[config.mk]
export PLATFORM = sky130hd
export DESIGN_NAME = gpio_edge_bank
export DESIGN_NICKNAME = d
export VERILOG_FILES = /design/src/rtl/gpio_edge_pkg.sv /design/src/rtl/gpio_sync.sv /design/src/rtl/gpio_sc_reg.sv /design/src/rtl/gpio_edge_status.sv /design/src/rtl/gpio_edge_bank.sv
export SDC_FILE = /design/constraint.sdc
export NUM_CORES = 1
export LEC_CHECK = 0
export BUFFER_PORTS_ARGS = -buffer_cell sky130_fd_sc_hd__buf_2
export CORE_ASPECT_RATIO = 0.7
export CORE_UTILIZATION = 45
export CTS_CLUSTER_SIZE = 8
export DETAILED_ROUTE_END_ITERATION = 8
export GPL_TIMING_DRIVEN = 0
export PLACE_DENSITY = 0.77
export SETUP_SLACK_MARGIN = 0.2
export SYNTH_ARGS = -nofsm -noshare
export SYNTH_HDL_FRONTEND = slang
export SYNTH_SLANG_ARGS = --single-unit
[constraint.sdc]
create_clock -name clk_i -period 2.67 [get_ports clk_i]
set_input_delay 0.6675 -clock clk_i [delete_from_list [all_inputs] [get_ports clk_i]]
set_output_delay 0.6675 -clock clk_i [all_outputs]
set_load 0.01 [all_outputs]
[src/rtl/gpio_edge_pkg.sv]
package gpio_edge_pkg;
  typedef enum logic [3:0] {
    IDX_LEVEL    = 4'd0,
    IDX_DIR      = 4'd1,
    IDX_OUT_SET  = 4'd2,
    IDX_OUT_CLR  = 4'd3,
    IDX_RISE     = 4'd4,
    IDX_FALL     = 4'd5,
    IDX_STAT     = 4'd6,
    IDX_DIR_SET  = 4'd7,
    IDX_DIR_CLR  = 4'd8,
    IDX_RISE_SET = 4'd9,
    IDX_RISE_CLR = 4'd10,
    IDX_FALL_SET = 4'd11,
    IDX_FALL_CLR = 4'd12,
    IDX_MASK     = 4'd13
  } reg_idx_e;
endpackage

[src/rtl/gpio_sync.sv]
module gpio_sync #(
  parameter int W = 32
) (
  input  logic         clk_i,
  input  logic         rst_ni,
  input  logic [W-1:0] d_i,
  output logic [W-1:0] q_o
);
  logic [W-1:0] meta_q, sync_q;
  always_ff @(posedge clk_i or negedge rst_ni) begin
    if (!rst_ni) begin
      meta_q <= '0;
      sync_q <= '0;
    end else begin
      meta_q <= d_i;
      sync_q <= meta_q;
    end
  end
  assign q_o = sync_q;
endmodule

[src/rtl/gpio_sc_reg.sv]
module gpio_sc_reg #(
  parameter int W = 32
) (
  input  logic         clk_i,
  input  logic         rst_ni,
  input  logic         wr_i,
  input  logic         set_i,
  input  logic         clr_i,
  input  logic [W-1:0] d_i,
  output logic [W-1:0] q_o
);
  logic [W-1:0] q;
  always_ff @(posedge clk_i or negedge rst_ni) begin
    if (!rst_ni)    q <= '0;
    else if (wr_i)  q <= d_i;
    else if (set_i) q <= q | d_i;
    else if (clr_i) q <= q & ~d_i;
  end
  assign q_o = q;
endmodule

[src/rtl/gpio_edge_status.sv]
module gpio_edge_status #(
  parameter int W = 32
) (
  input  logic         clk_i,
  input  logic         rst_ni,
  input  logic [W-1:0] sync_i,
  input  logic [W-1:0] rise_en_i,
  input  logic [W-1:0] fall_en_i,
  input  logic         w1c_i,
  input  logic [W-1:0] d_i,
  output logic [W-1:0] status_o
);
  logic [W-1:0] prev_q, status_q, hit, clr;
  assign hit = (sync_i & ~prev_q & rise_en_i) | (~sync_i & prev_q & fall_en_i);
  assign clr = w1c_i ? d_i : '0;
  always_ff @(posedge clk_i or negedge rst_ni) begin
    if (!rst_ni) begin
      prev_q   <= '0;
      status_q <= '0;
    end else begin
      prev_q   <= sync_i;
      status_q <= (status_q & ~clr) | hit; // new edge beats clear
    end
  end
  assign status_o = status_q;
endmodule

[src/rtl/gpio_edge_bank.sv]
module gpio_edge_bank #(
  parameter int N      = 32,
  parameter int ADDR_W = 6
) (
  input  logic              clk_i,
  input  logic              rst_ni,
  input  logic [ADDR_W-1:0] addr_i,
  input  logic              we_i,
  input  logic [N-1:0]      wdata_i,
  output logic [N-1:0]      rdata_o,
  input  logic [N-1:0]      pin_i,
  output logic [N-1:0]      pin_o,
  output logic [N-1:0]      pin_oe_o,
  output logic              irq_o
);
  import gpio_edge_pkg::*;
  localparam int IDX_W = ADDR_W - 2;

  logic [IDX_W-1:0] idx;
  logic             aligned, wr;
  logic [N-1:0]     level, dir_q, out_q, rise_q, fall_q, mask_q, status_q;

  assign idx     = addr_i[ADDR_W-1:2];
  assign aligned = (addr_i[1:0] == 2'b00);
  assign wr      = we_i && aligned;

  function automatic logic hit(input logic [IDX_W-1:0] i, input reg_idx_e r);
    return i == IDX_W'(r);
  endfunction

  gpio_sync #(.W(N)) u_sync (
    .clk_i, .rst_ni, .d_i(pin_i), .q_o(level)
  );

  gpio_sc_reg #(.W(N)) u_out (
    .clk_i, .rst_ni, .wr_i(1'b0),
    .set_i(wr && hit(idx, IDX_OUT_SET)), .clr_i(wr && hit(idx, IDX_OUT_CLR)),
    .d_i(wdata_i), .q_o(out_q)
  );

  gpio_sc_reg #(.W(N)) u_dir (
    .clk_i, .rst_ni, .wr_i(wr && hit(idx, IDX_DIR)),
    .set_i(wr && hit(idx, IDX_DIR_SET)), .clr_i(wr && hit(idx, IDX_DIR_CLR)),
    .d_i(wdata_i), .q_o(dir_q)
  );

  gpio_sc_reg #(.W(N)) u_rise (
    .clk_i, .rst_ni, .wr_i(wr && hit(idx, IDX_RISE)),
    .set_i(wr && hit(idx, IDX_RISE_SET)), .clr_i(wr && hit(idx, IDX_RISE_CLR)),
    .d_i(wdata_i), .q_o(rise_q)
  );

  gpio_sc_reg #(.W(N)) u_fall (
    .clk_i, .rst_ni, .wr_i(wr && hit(idx, IDX_FALL)),
    .set_i(wr && hit(idx, IDX_FALL_SET)), .clr_i(wr && hit(idx, IDX_FALL_CLR)),
    .d_i(wdata_i), .q_o(fall_q)
  );

  gpio_sc_reg #(.W(N)) u_mask (
    .clk_i, .rst_ni, .wr_i(wr && hit(idx, IDX_MASK)),
    .set_i(1'b0), .clr_i(1'b0),
    .d_i(wdata_i), .q_o(mask_q)
  );

  gpio_edge_status #(.W(N)) u_stat (
    .clk_i, .rst_ni, .sync_i(level), .rise_en_i(rise_q), .fall_en_i(fall_q),
    .w1c_i(wr && hit(idx, IDX_STAT)), .d_i(wdata_i), .status_o(status_q)
  );

  always_comb begin
    rdata_o = '0;
    if (aligned) begin
      if      (hit(idx, IDX_LEVEL)) rdata_o = level;
      else if (hit(idx, IDX_DIR))   rdata_o = dir_q;
      else if (hit(idx, IDX_RISE))  rdata_o = rise_q;
      else if (hit(idx, IDX_FALL))  rdata_o = fall_q;
      else if (hit(idx, IDX_STAT))  rdata_o = status_q;
      else if (hit(idx, IDX_MASK))  rdata_o = mask_q;
    end
  end

  assign pin_o    = out_q;
  assign pin_oe_o = dir_q;
  assign irq_o    = |(status_q & mask_q);
endmodule

# After elaboration in Yosys (flattened, before gate mapping)
# Index checks and enable logic that the tools add are counted.
# W data, S select, Z words.
dict set report totals {
  mem_bits_ro 0
  mem_count 0
  latchBits 0
  register_bits 288
  elab_cells 82
  ramBits 0
  output_inout_bits 97
}
dict set report classes {
  eq_ne 13
  n_mul 0
  shift 0
  n_bitwise 20
  div_mod_pow 0
  order_cmp 0
  muxes 19
  add_sub_neg 0
  reduce_logical 21
}
# cell n
set op_table {}
lappend op_table {{$mux W32} 19}
lappend op_table {{$and A32 B32 Y32} 10}
lappend op_table {{$or A32 B32 Y32} 6}
lappend op_table {{$not A32 Y32} 4}
lappend op_table {{$reduce_or A32 Y1} 1}
lappend op_table {{$eq A4 B4 Y1 const B} 6}
lappend op_table {{$eq A4 B3 Y1 const B} 4}
lappend op_table {{$logic_and A1 B1 Y1} 14}
lappend op_table {{$reduce_bool A3 Y1} 3}
lappend op_table {{$eq A4 B2 Y1 const B} 2}
lappend op_table {{$eq A4 B1 Y1 const B} 1}
lappend op_table {{$logic_not A4 Y1} 1}
lappend op_table {{$logic_not A2 Y1} 1}
lappend op_table {{$reduce_bool A2 Y1} 1}

# Logic depth before layout (Yosys ltp)
# Gate-level depths: netlist of the first run.
dict set report depth {
  word_depth 8
  depth_mapped 8
  mapped_depth_nobuf 4
}

# By module
# Synthesis of the first run repeated with hierarchy kept, for this count alone.
dict set report hier_totals {
  cells_unflattened 1084
  area_unflattened_um2 13015.0
}
# mod area_each_um2 n_inst cells_per_inst
set by_module_without_submodules {}
lappend by_module_without_submodules {gpio_sc_reg 1326.3 5 108}
lappend by_module_without_submodules {gpio_edge_status 2706.3 1 195}
lappend by_module_without_submodules {gpio_edge_bank 2075.7 1 285}
lappend by_module_without_submodules {gpio_sync 1601.5 1 64}

# Least setup slack after synthesis of the first run
# Ideal clock, no wire load.
dict set report synth_path {
  kind {in2out}
  from {in addr_i[2]}
  to {out rdata_o[10]}
  n_path_buf 3
  path_stages 7
  slack_ns 0.127
  arrival_time_ns 1.875
  cell_sequence {buf_2 -> and4bb_2 -> clkbuf_2 -> buf_2 -> a22o_1 -> o211ai_1 -> a31oi_1}
}
dict set report synth_via {
  elab_chain_len 8
  word_cells_on_any_way 13
}
# element line_no
set synth_rtl {}
lappend synth_rtl {{start, declared} gpio_edge_bank.sv:7} ;# input logic [ADDR_W-1:0] addr_i,
lappend synth_rtl {{$eq A4 B4 Y1} gpio_edge_bank.sv:28} ;# return i == IDX_W'(r);
lappend synth_rtl {{$mux W32} gpio_edge_bank.sv:78} ;# else if (hit(idx, IDX_MASK)) rdata_o = mask_q;
lappend synth_rtl {{$mux W32} gpio_edge_bank.sv:77} ;# else if (hit(idx, IDX_STAT)) rdata_o = status_q;
lappend synth_rtl {{$mux W32} gpio_edge_bank.sv:76} ;# else if (hit(idx, IDX_FALL)) rdata_o = fall_q;
lappend synth_rtl {{$mux W32} gpio_edge_bank.sv:75} ;# else if (hit(idx, IDX_RISE)) rdata_o = rise_q;
lappend synth_rtl {{$mux W32} gpio_edge_bank.sv:74} ;# else if (hit(idx, IDX_DIR)) rdata_o = dir_q;
lappend synth_rtl {{$mux W32 (*)} gpio_edge_bank.sv:73} ;# if (hit(idx, IDX_LEVEL)) rdata_o = level;
lappend synth_rtl {{$mux W32 (*)} gpio_edge_bank.sv:72} ;# if (aligned) begin
lappend synth_rtl {{end, declared} gpio_edge_bank.sv:10} ;# output logic [N-1:0] rdata_o,
# Mark *: on every way between the ends. The rest lies on a longest branch, timed or not.

# Worst setup path in the final report of the first run
dict set report layout_path {
  from {in addr_i[3]}
  to {out rdata_o[10]}
}
# The elaborated chain is that of the path after synthesis.

==> flow_summary.toml, run 1 <==
[die]
ios = 170
die_w_microns = 203
rows = 51
die_h_microns = 143
placeableCoreArea_sq_um = 27800
start_util_pct = 45.8
die_area_sq_um = 28900

[detailed_routing]
wl_met2_microns = 17400
drtIter0Drc = 1205
drtPass1Iterations = 7
wl_met1_microns = 16700
num_vias = 10700
routed.top_layer = "met4"
viasPerCell = 6.28
drc = 0
wl_per_cell_microns = 23.5
drt-total-wl_microns = 40200
dr_wl_met3_microns = 4790
antenna_left = 0

[timing]
setup_viol = 33
finalHoldViolCount = 0
skew_ns = 0.0250
fin_crit_ns = 2.88
worst_pin_slew_ns = 0.898
rsz0062_at_grt = "true"
fin_ws_ns = -0.208
slew_headroom_pct = 40.1
finalCritPeriodShare_pct = 108
fmax_mhz = 347
whs_ns = 0.196
slew_viol_final = 0

[synth]
synth_top_area_share_pct = 56.7
synth-edff-count = 0
ys_warn_count = 0
synth_largest_area_cell = "dfrtp_1"
postSynthCellCount = 1126
netlist_top_cells_area = "dfrtp_1 (57%), a32o_1 (5.0%), nand2_1 (4.8%), a22oi_1 (2.8%), a221o_1 (2.8%)"
synth-main-ff-cell = "dfrtp_1"
synth.distinct_cells = 45
synth_nets = 1199
syn_avg_cell_area_sq_um = 11.3
yosysSeqAreaShare_pct = 56.7
synth.most_common_cell = "dfrtp_1"
syn-cell-area_sq_um = 12700
synthArstFlopShare_pct = 100
synthTopCellsByCount = "dfrtp_1 (288), nand2_1 (161), a32o_1 (64)"
ys_seq_elements = 288

[cts]
h-tree-depth = 2
cts_hold_buf = 0
cts_root_buf = "clkbuf_16"
cts_tree = "done"
cts_buffers = 41
cts.sinks = 288
clock_path_buffers = 3
clk-insertion-delay-late_ns = 0.54
path_clk_slew_ns = 0.05

[global_routing]
grt_first_pass_wirelength_microns = 60200
grt_use_total_pct = 27.5
overflow = 0
grt_max_degree = 119
grt_pass1_vias = 10300
antenna_found_initial = 0

[critical_path]
cpPeakStageDelay_ns = 0.34
crit_family = "buffers and inverters"
crit_slowest_cell = "o21ai_0"
arrival_ns = 2.21
cp_num_buf_inv = 4
crit_chain = "buf_8 > buf_6 > nor2_2 > nand2_2 > clkbuf_4 > o21ai_0 > a31oi_4 > buf_2"
crit_path_start_kind = "primary input"
critical_path_class = "primary input to output pin"
worst-path-max-fanout = 10
end_kind = "output pin"
required_ns = 2.00

[run_status]
outcome = "finished, violations left"
violations = "setup timing"

[pwr]
internal-power_uw = 8250
p_sw_share_pct = 26.3
p_per_area_nw_per_um2 = 705
ir_worst_vdd_mv = 0.401
seq_power_share_pct = 47.5
p_leak_uw = 0.00673
power.clock.fraction_pct = 40.1
pwr-share-comb_pct = 12.4
switchingPower_uw = 2940

[place]
place_congestion = 0.942
hpwl_microns = 26000
io_buffers = 136

[worst_hold_path]
hp-class = "primary input to asynchronous set/reset pin"

[finish]
nFillCells = 2270
layout-drive-gt1-share_pct = 27.7
multiInputGateArea_sq_um = 5130
antenna_cells = 0
area_growth_pct = 24.9
final_util_pct = 57.2
nNetsFinal = 1409
register_area_sq_um = 7210

[run]
max-cap-violations = 0
## placed cells by master, fill, tap and decap left out, types with 31 or more instances in the layout
master,netlist,final
a22o_1,32,32
mux2i_1,34,34
clkbuf_16,0,44
o21ai_0,61,61
mux2_2,31,31
clkbuf_1,60,39
nand2b_1,33,33
inv_1,32,32
o211ai_1,32,32
nand2_1,161,159
a22oi_2,0,31
nor3b_1,33,33
dfrtp_1,288,287
buf_2,45,164
a32o_1,64,64
a221o_1,35,35
## power by group through the flow
stage	combinational (uW)	clock (uW)	sequential (uW)
2_1_floorplan	789	0	5240
3_5_place_dp	1260	0	5340
6_report	1390	4480	5320
3_3_place_gp	1200	0	5320
4_1_cts	1350	4560	5290
5_1_grt	1510	4730	5370
## per-layer routing
metal / track usage (%) / up-vias
li1: - / 4553
met2: 40.4 / 691
met4: 9.73 / 0
met3: 7.03 / 118
met5: 0 / -
met1: 39.2 / 5359
## logic make-up after synthesis
family	count (synthesis)	share of synthesized area, %
muxes	66	5.51
DFF	288	56.7
and+or+nand+nor	292	12.3
xor gates and xnor gates	1	0.0689
buffers and inverters	144	4.88
AOI/OAI and AO/OA	335	20.5
## per-stage QoR
step           power (uW)  std cells  setup slack [ns]  cell area (sq um)  setup TNS [ns]
6_report            11200       1707            -0.208              15900           -3.25
5_1_grt             11600       1707            -0.187              15900           -4.19
4_1_cts             11200       1702            -0.107              15700           -1.90
3_5_place_dp         6590       1635            -0.719              14000          -17.87
3_3_place_gp         6520       1633             -4.39              13900        -1272.64
2_1_floorplan        6030       1126             0.165              12700               0
## layout make-up
type / count / share of cell area (%)
buffer: 112 / 4.92
clock buffer: 41 / 6.46
clock inverter: 2 / 0.110
inverter: 32 / 0.756
multi-input combinational: 694 / 32.3
sequential: 288 / 45.4
tap: 371 / 2.92
timing repair buffer: 167 / 7.15
## worst paths after layout
check                                  startpoint             endpoint  cells past startpoint  slack (ns)
worst max-delay path                    addr_i[3]          rdata_o[10]                      8       -0.21
worst min-delay path                       rst_ni        u_sync.q_o[6]                      1        0.20
worst max register to register          flip-flop            flip-flop                      2        1.61
worst min register to register  u_sync.meta_q[24]       u_sync.q_o[24]                      0        0.34
max in group asynchronous                  rst_ni  u_stat.status_o[28]                      3        1.11
min in group clk_i                      pin_i[10]    u_sync.meta_q[10]                      1        0.24
## what timing repair did
item	in CTS	in global routing
pin swaps	46	44
gates cloned	3	2
setup buffers	21	3
endpoints found under the setup margin	33	33
gates resized for setup	111	36
Note: power is estimated with default switching activity, not from simulation.
==> inputs of run 2 (changes only) <==
--- a/config.mk
+++ b/config.mk
@@ -7,11 +7,11 @@
 export LEC_CHECK = 0
 export BUFFER_PORTS_ARGS = -buffer_cell sky130_fd_sc_hd__buf_2
 export CORE_ASPECT_RATIO = 0.7
-export CORE_UTILIZATION = 45
+export CORE_UTILIZATION = 50
 export CTS_CLUSTER_SIZE = 8
 export DETAILED_ROUTE_END_ITERATION = 8
 export GPL_TIMING_DRIVEN = 0
-export PLACE_DENSITY = 0.77
+export PLACE_DENSITY = 0.83
 export SETUP_SLACK_MARGIN = 0.2
 export SYNTH_ARGS = -nofsm -noshare
 export SYNTH_HDL_FRONTEND = slang
==> run 2 against run 1 <==
Against the previous run:
- worst hold slack worse by 0.17 ns
- critical path type unchanged
- the run ends with DRC, setup timing left
- critical endpoint unchanged
- first-iteration DRC count up 13%
- clock skew about the same
==> flow_summary.toml, run 2 (synthesized netlist as in run 1, its figures left out) <==
[cts]
path_clk_slew_ns = 0.06
clk-insertion-delay-late_ns = 0.55
cts_buffers = 41
cts.sinks = 288
clock_path_buffers = 3
cts_root_buf = "clkbuf_16"
h-tree-depth = 2
cts_tree = "done"

[die]
die_area_sq_um = 26100
ios = 170
start_util_pct = 51.2
die_w_microns = 193
placeableCoreArea_sq_um = 24800
die_h_microns = 135
rows = 48

[critical_path]
crit_path_start_kind = "primary input"
end_kind = "output pin"
startpoint = "addr_i[5]"
rrSetupSlack_ns = 1.56
cpPeakStageDelay_ns = 0.46
worst-path-max-fanout = 10
critical_path_class = "primary input to output pin"
r2r-start = "u_sync.q_o[31]"
crit_chain = "buf_12 > clkbuf_1 > nand2b_1 > a22o_1 > o211ai_1 > a31oi_4 > buf_6"
arrival_ns = 2.17
r2r.worst_path.cells = 3
r2r_end = "u_stat.status_o[31]"
required_ns = 2.00
crit_slowest_cell = "clkbuf_1"

[timing]
setup_viol = 33
slew_headroom_pct = 52.3
finalCritPeriodShare_pct = 106
worst_pin_slew_ns = 0.715
finalHoldViolCount = 0
fin_ws_ns = -0.167
fin_crit_ns = 2.84
fmax_mhz = 352
slew_viol_final = 0
skew_ns = 0.0247
whs_ns = 0.0301
finalSetupTns_ns = -3.51
rsz0062_at_grt = "true"

[place]
hpwl_microns = 25400
placed_area_sq_um = 13900
place_congestion = 0.942
io_buffers = 136
place_ws_ns = -0.638

[pwr]
switchingPower_uw = 3000
p_leak_uw = 0.00679
internal-power_uw = 8280
ir_worst_vdd_mv = 0.427
power.clock.fraction_pct = 39.9
seq_power_share_pct = 47.4
pwr-share-comb_pct = 12.8
p_sw_share_pct = 26.6
p_per_area_nw_per_um2 = 706

[global_routing]
grt_max_degree = 125
grt_use_total_pct = 31.2
grt_first_pass_wirelength_microns = 60600
grt_pass1_vias = 10600
overflow = 0
antenna_found_initial = 1

[finish]
final_common_cell = "dfrtp_1"
nNetsFinal = 1413
final_cell_mix = "dfrtp_1 (285), buf_2 (163), nand2_1 (159)"
final_util_pct = 64.4
layout-drive-gt1-share_pct = 28.2
area_growth_pct = 25.6
stdcell_area_sq_um = 16000

[run_status]
outcome = "finished, violations left"
violations = "DRC, setup timing"

[detailed_routing]
antenna_left = 0
num_vias = 10900
drt-total-wl_microns = 40900
drtPass1Iterations = 7
viasPerCell = 6.56
wl_per_cell_microns = 24.6
drtIter0Drc = 1361
drc = 28

[run]
max-cap-violations = 0

[worst_hold_path]
hp-class = "primary input to asynchronous set/reset pin"
[run 2: cell types whose count changed in the layout (fill, tap and decap cells not counted), sizes merged]
| cell | previous run | this run |
|---|---|---|
| bufbuf | 0 | 1 |
| buf | 221 | 224 |
| diode | 0 | 1 |
[run 2: final cells by class]
class	count	area, sq um
Antenna cell	1	2.50
Tap cell	325	407
Buffer	112	802
Multi-Input combinational cell	694	5130
Sequential cell	288	7210
Inverter	32	120
Clock inverter	2	17.5
Clock buffer	41	1030
Timing Repair Buffer	171	1240
Fill cell	1827	8840
[run 2: metrics by stage]
stage	instances	power [uW]
after global placement	1587	6510
after global routing	1666	11600
after CTS	1658	11200
after detailed placement	1589	6600
final	1666	11300
after floorplan	1126	6030
[run 2: power groups by stage]
stage	sequential [uW]	clock (uW)	combinational [uW]
floorplan	5240	0	789
finish	5340	4500	1440
global placement	5310	0	1200
CTS	5290	4530	1370
detailed placement	5340	0	1260
global route	5370	4700	1550
[run 2: how the worst max path moves through the flow]
stage | cells after the start | to | slack, ns
6_report | 7 | rdata_o[10] | -0.17
5_1_grt | 7 | rdata_o[10] | -0.20
4_1_cts | 10 | rdata_o[14] | -0.11
3_5_place_dp | 8 | rdata_o[20] | -0.64
3_3_place_gp | 1 | u_sync.meta_q[21] | -4.35
2_1_floorplan | 6 | rdata_o[0] | 0.16
[run 2: metal layers]
metal  global-route usage, %  routed length (microns)  vias up
met3                    9.51                     5010      136
met1                    42.6                    16300     5451
met4                    12.9                     1580        0
li1                        -                        -     4558
met2                    46.1                    18000      781
met5                       0                        0        -
[run 2: repair_timing]
| item | CTS | global route |
|---|---|---|
| pin swaps | 58 | 39 |
| gates resized for setup | 127 | 30 |
| setup endpoints to repair | 33 | 33 |
| gates cloned | 6 | 0 |
| buffers inserted | 20 | 7 |
| hold buffers | 0 | 0 |
| endpoints found under the hold margin | 0 | 0 |
[run 2: worst max-delay path: cells and delay by family]
kind | cells | cell delay [ns]
AND/OR/NAND/NOR | 1 | 0.19
AO/OA/AOI/OAI | 3 | 0.59
buffers and inverters | 3 | 0.71
==> inputs of run 3 (changes only) <==
--- a/config.mk
+++ b/config.mk
@@ -5,13 +5,15 @@
 export SDC_FILE = /design/constraint.sdc
 export NUM_CORES = 1
 export LEC_CHECK = 0
+export ABC_AREA = 1
 export BUFFER_PORTS_ARGS = -buffer_cell sky130_fd_sc_hd__buf_2
 export CORE_ASPECT_RATIO = 0.7
-export CORE_UTILIZATION = 50
+export CORE_UTILIZATION = 30
+export CTS_BUF_LIST = sky130_fd_sc_hd__clkbuf_8
 export CTS_CLUSTER_SIZE = 8
 export DETAILED_ROUTE_END_ITERATION = 8
 export GPL_TIMING_DRIVEN = 0
-export PLACE_DENSITY = 0.83
+export PLACE_DENSITY = 0.59
 export SETUP_SLACK_MARGIN = 0.2
 export SYNTH_ARGS = -nofsm -noshare
 export SYNTH_HDL_FRONTEND = slang
==> run 3 against run 2 <==
Against the previous run:
- the flow now finishes without violations
- design area increased by 6.9%
- routed wire length increased by 12%
- largest power group unchanged
- worst hold slack improved by 0.017 ns
- synthesized area increased by 4.5%
- clock-buffer cell count increased by 20
- worst setup slack improved by 0.28 ns
- register-to-register slack improved by 0.26 ns
- critical path depth increased by 5
- die area increased by 73%
==> flow_summary.toml, run 3 <==
[run_status]
outcome = "complete, no violations"

[die]
die_w_microns = 254
ios = 170
rows = 64
start_util_pct = 30.4
placeableCoreArea_sq_um = 43600
die_h_microns = 178
die_area_sq_um = 45100

[cts]
path_clk_slew_ns = 0.06
cts_hold_buf = 0
cts_root_buf = "clkbuf_8"
cts_buffers = 49
cts_tree = "done"
clk-insertion-delay-late_ns = 0.61
h-tree-depth = 2
clock_path_buffers = 3
cts.sinks = 288

[place]
io_buffers = 167
hpwl_microns = 29600
dp.cells = 2468
place_congestion = 0.882

[pwr]
seq_power_share_pct = 49.3
p_per_area_nw_per_um2 = 632
internal-power_uw = 7510
total_power_uw = 10800
p_leak_uw = 0.00896
p_sw_share_pct = 30.3
switchingPower_uw = 3260
power.clock.fraction_pct = 36.6
ir_worst_vdd_mv = 0.321
pwr-share-comb_pct = 14.1

[synth]
synth_largest_area_cell = "dfrtp_1"
synth.distinct_cells = 23
yosysSeqAreaShare_pct = 54.2
syn_avg_cell_area_sq_um = 7.79
synth_top_area_share_pct = 54.2
synth-main-ff-cell = "dfrtp_1"
synthTopCellsByCount = "nand2_1 (843), dfrtp_1 (288), inv_1 (158)"
syn-cell-area_sq_um = 13300
synth_nets = 1778
synthArstFlopShare_pct = 100
synth-edff-count = 0
postSynthCellCount = 1705
synth.most_common_cell = "nand2_1"
ys_warn_count = 0
ys_seq_elements = 288
netlist_top_cells_area = "dfrtp_1 (54%), nand2_1 (24%), inv_1 (4.5%), o211ai_1 (3.6%), o21ai_1 (3.5%)"

[finish]
final_common_cell = "nand2_1"
nFillCells = 4548
antenna_cells = 0
final_cell_mix = "nand2_1 (813), dfrtp_1 (288), buf_2 (174)"
layout-drive-gt1-share_pct = 23.0
area_growth_pct = 28.4
nNetsFinal = 2031
stdcell_count = 2588

[run]
max-cap-violations = 0

[critical_path]
crit_path_start_kind = "primary input"
worst-path-max-fanout = 8
required_ns = 2.00
end_kind = "output pin"
arrival_ns = 1.89
critical_path_class = "primary input to output pin"

[detailed_routing]
wl_per_cell_microns = 17.7
drc = 0
drtPass1Iterations = 6
drtIter0Drc = 1150
viasPerCell = 4.76
drt-total-wl_microns = 45900
antenna_left = 0
num_vias = 12300

[timing]
slew_viol_final = 0
setup_viol = 0
fin_crit_ns = 2.56
finalHoldViolCount = 0
skew_ns = 0.0416
worst_pin_slew_ns = 0.759
finalCritPeriodShare_pct = 95.8
fmax_mhz = 391
rsz0062_at_grt = "true"
slew_headroom_pct = 49.4

[global_routing]
grt_first_pass_wirelength_microns = 69200
grt_use_total_pct = 20.3
grt_max_degree = 114
overflow = 0
antenna_found_initial = 1
grt_pass1_vias = 11800

[worst_hold_path]
hp-class = "primary input to asynchronous set/reset pin"
-- run 3: cell types whose count changed after synthesis, moves of 36 or more --
cell      previous run  this run
a21oi_1              0        36
a22oi_1             48         0
a32o_1              64         0
clkbuf_1            60        17
inv_1               32       158
nand2_1            161       843
nand3_1              1        62
o21ai_1              1        94
-- run 3: stage by stage --
step | cell area (sq um) | TNS (ns) | utilization [%] | setup WS [ns] | hold slack (ns)
after floorplan | 13300 | 0 | - | 0.320 | 0.331
after global placement | 14900 | -1395.44 | 34.1 | -4.83 | 0.335
after detailed placement | 14900 | -11.63 | 34.2 | -0.523 | 0.335
after CTS | 16700 | 0 | 38.2 | 0.118 | 0.0391
after global routing | 17100 | 0 | 39.1 | 0.0641 | 0.0637
final | 17100 | 0 | 39.1 | 0.113 | 0.0469
-- run 3: repair_timing --
item,4_1_cts,5_1_grt
setup buffers,18,6
cloned,7,2
endpoints found under the setup margin,33,33
gates resized for setup,155,79
pin swaps,28,26
-- run 3: metal layers --
layer / wire length (microns) / GRT usage (%)
met2: 19700 / 29.5
met1: 21200 / 29.0
met3: 3330 / 4.39
met4: 1640 / 8.18
met5: 13 / 0
-- run 3: power by group through the flow --
stage | clock, uW | combinational [uW] | sequential (uW)
2_1_floorplan | 0 | 735 | 5300
3_3_place_gp | 0 | 1340 | 5330
3_5_place_dp | 0 | 1380 | 5350
4_1_cts | 4060 | 1480 | 5280
5_1_grt | 4260 | 1710 | 5370
6_report | 3950 | 1520 | 5310
-- run 3: kinds of logic after synthesis --
| group | Yosys count | synth area share (%) |
|---|---|---|
| buffers and inverters | 239 | 7.68 |
| DFF | 288 | 54.2 |
| AOI/OAI and AO/OA | 224 | 9.64 |
| and+or+nand+nor | 954 | 28.4 |
-- run 3: cell type report --
type	count	area (sq um)	share of cell area, %
Multi-Input combinational cell	1178	5450	31.9
Sequential cell	288	7210	42.2
Buffer	73	622	3.64
Inverter	166	662	3.88
Clock inverter	26	120	0.704
Clock buffer	61	840	4.92
Tap cell	594	743	4.36
Timing Repair Buffer	202	1420	8.31
-- run 3: path summary, 6_finish.rpt --
kind / startpoint / to / slack [ns] / depth (start not counted)
max: addr_i[3] / rdata_o[18] / 0.11 / 12
min: rst_ni / asynchronous set/reset pin / 0.05 / 1
max reg2reg: u_sync.q_o[28] / u_stat.status_o[28] / 1.82 / 3
min reg2reg: u_sync.meta_q[12] / u_sync.q_o[12] / 0.34 / 0
max in group asynchronous: rst_ni / u_sync.meta_q[13] / 1.60 / 2
min in group clk_i: pin_i[24] / u_sync.meta_q[24] / 0.17 / 1
-- run 3: critical path: stages --
cell     delay [ns]
buf_12         0.12
nor2_4         0.11
inv_2          0.07
nor2_4         0.13
buf_6          0.16
inv_16         0.07
buf_12         0.14
o21ai_2        0.10
inv_1          0.05
nand2_1        0.07
inv_1          0.05
buf_2          0.13
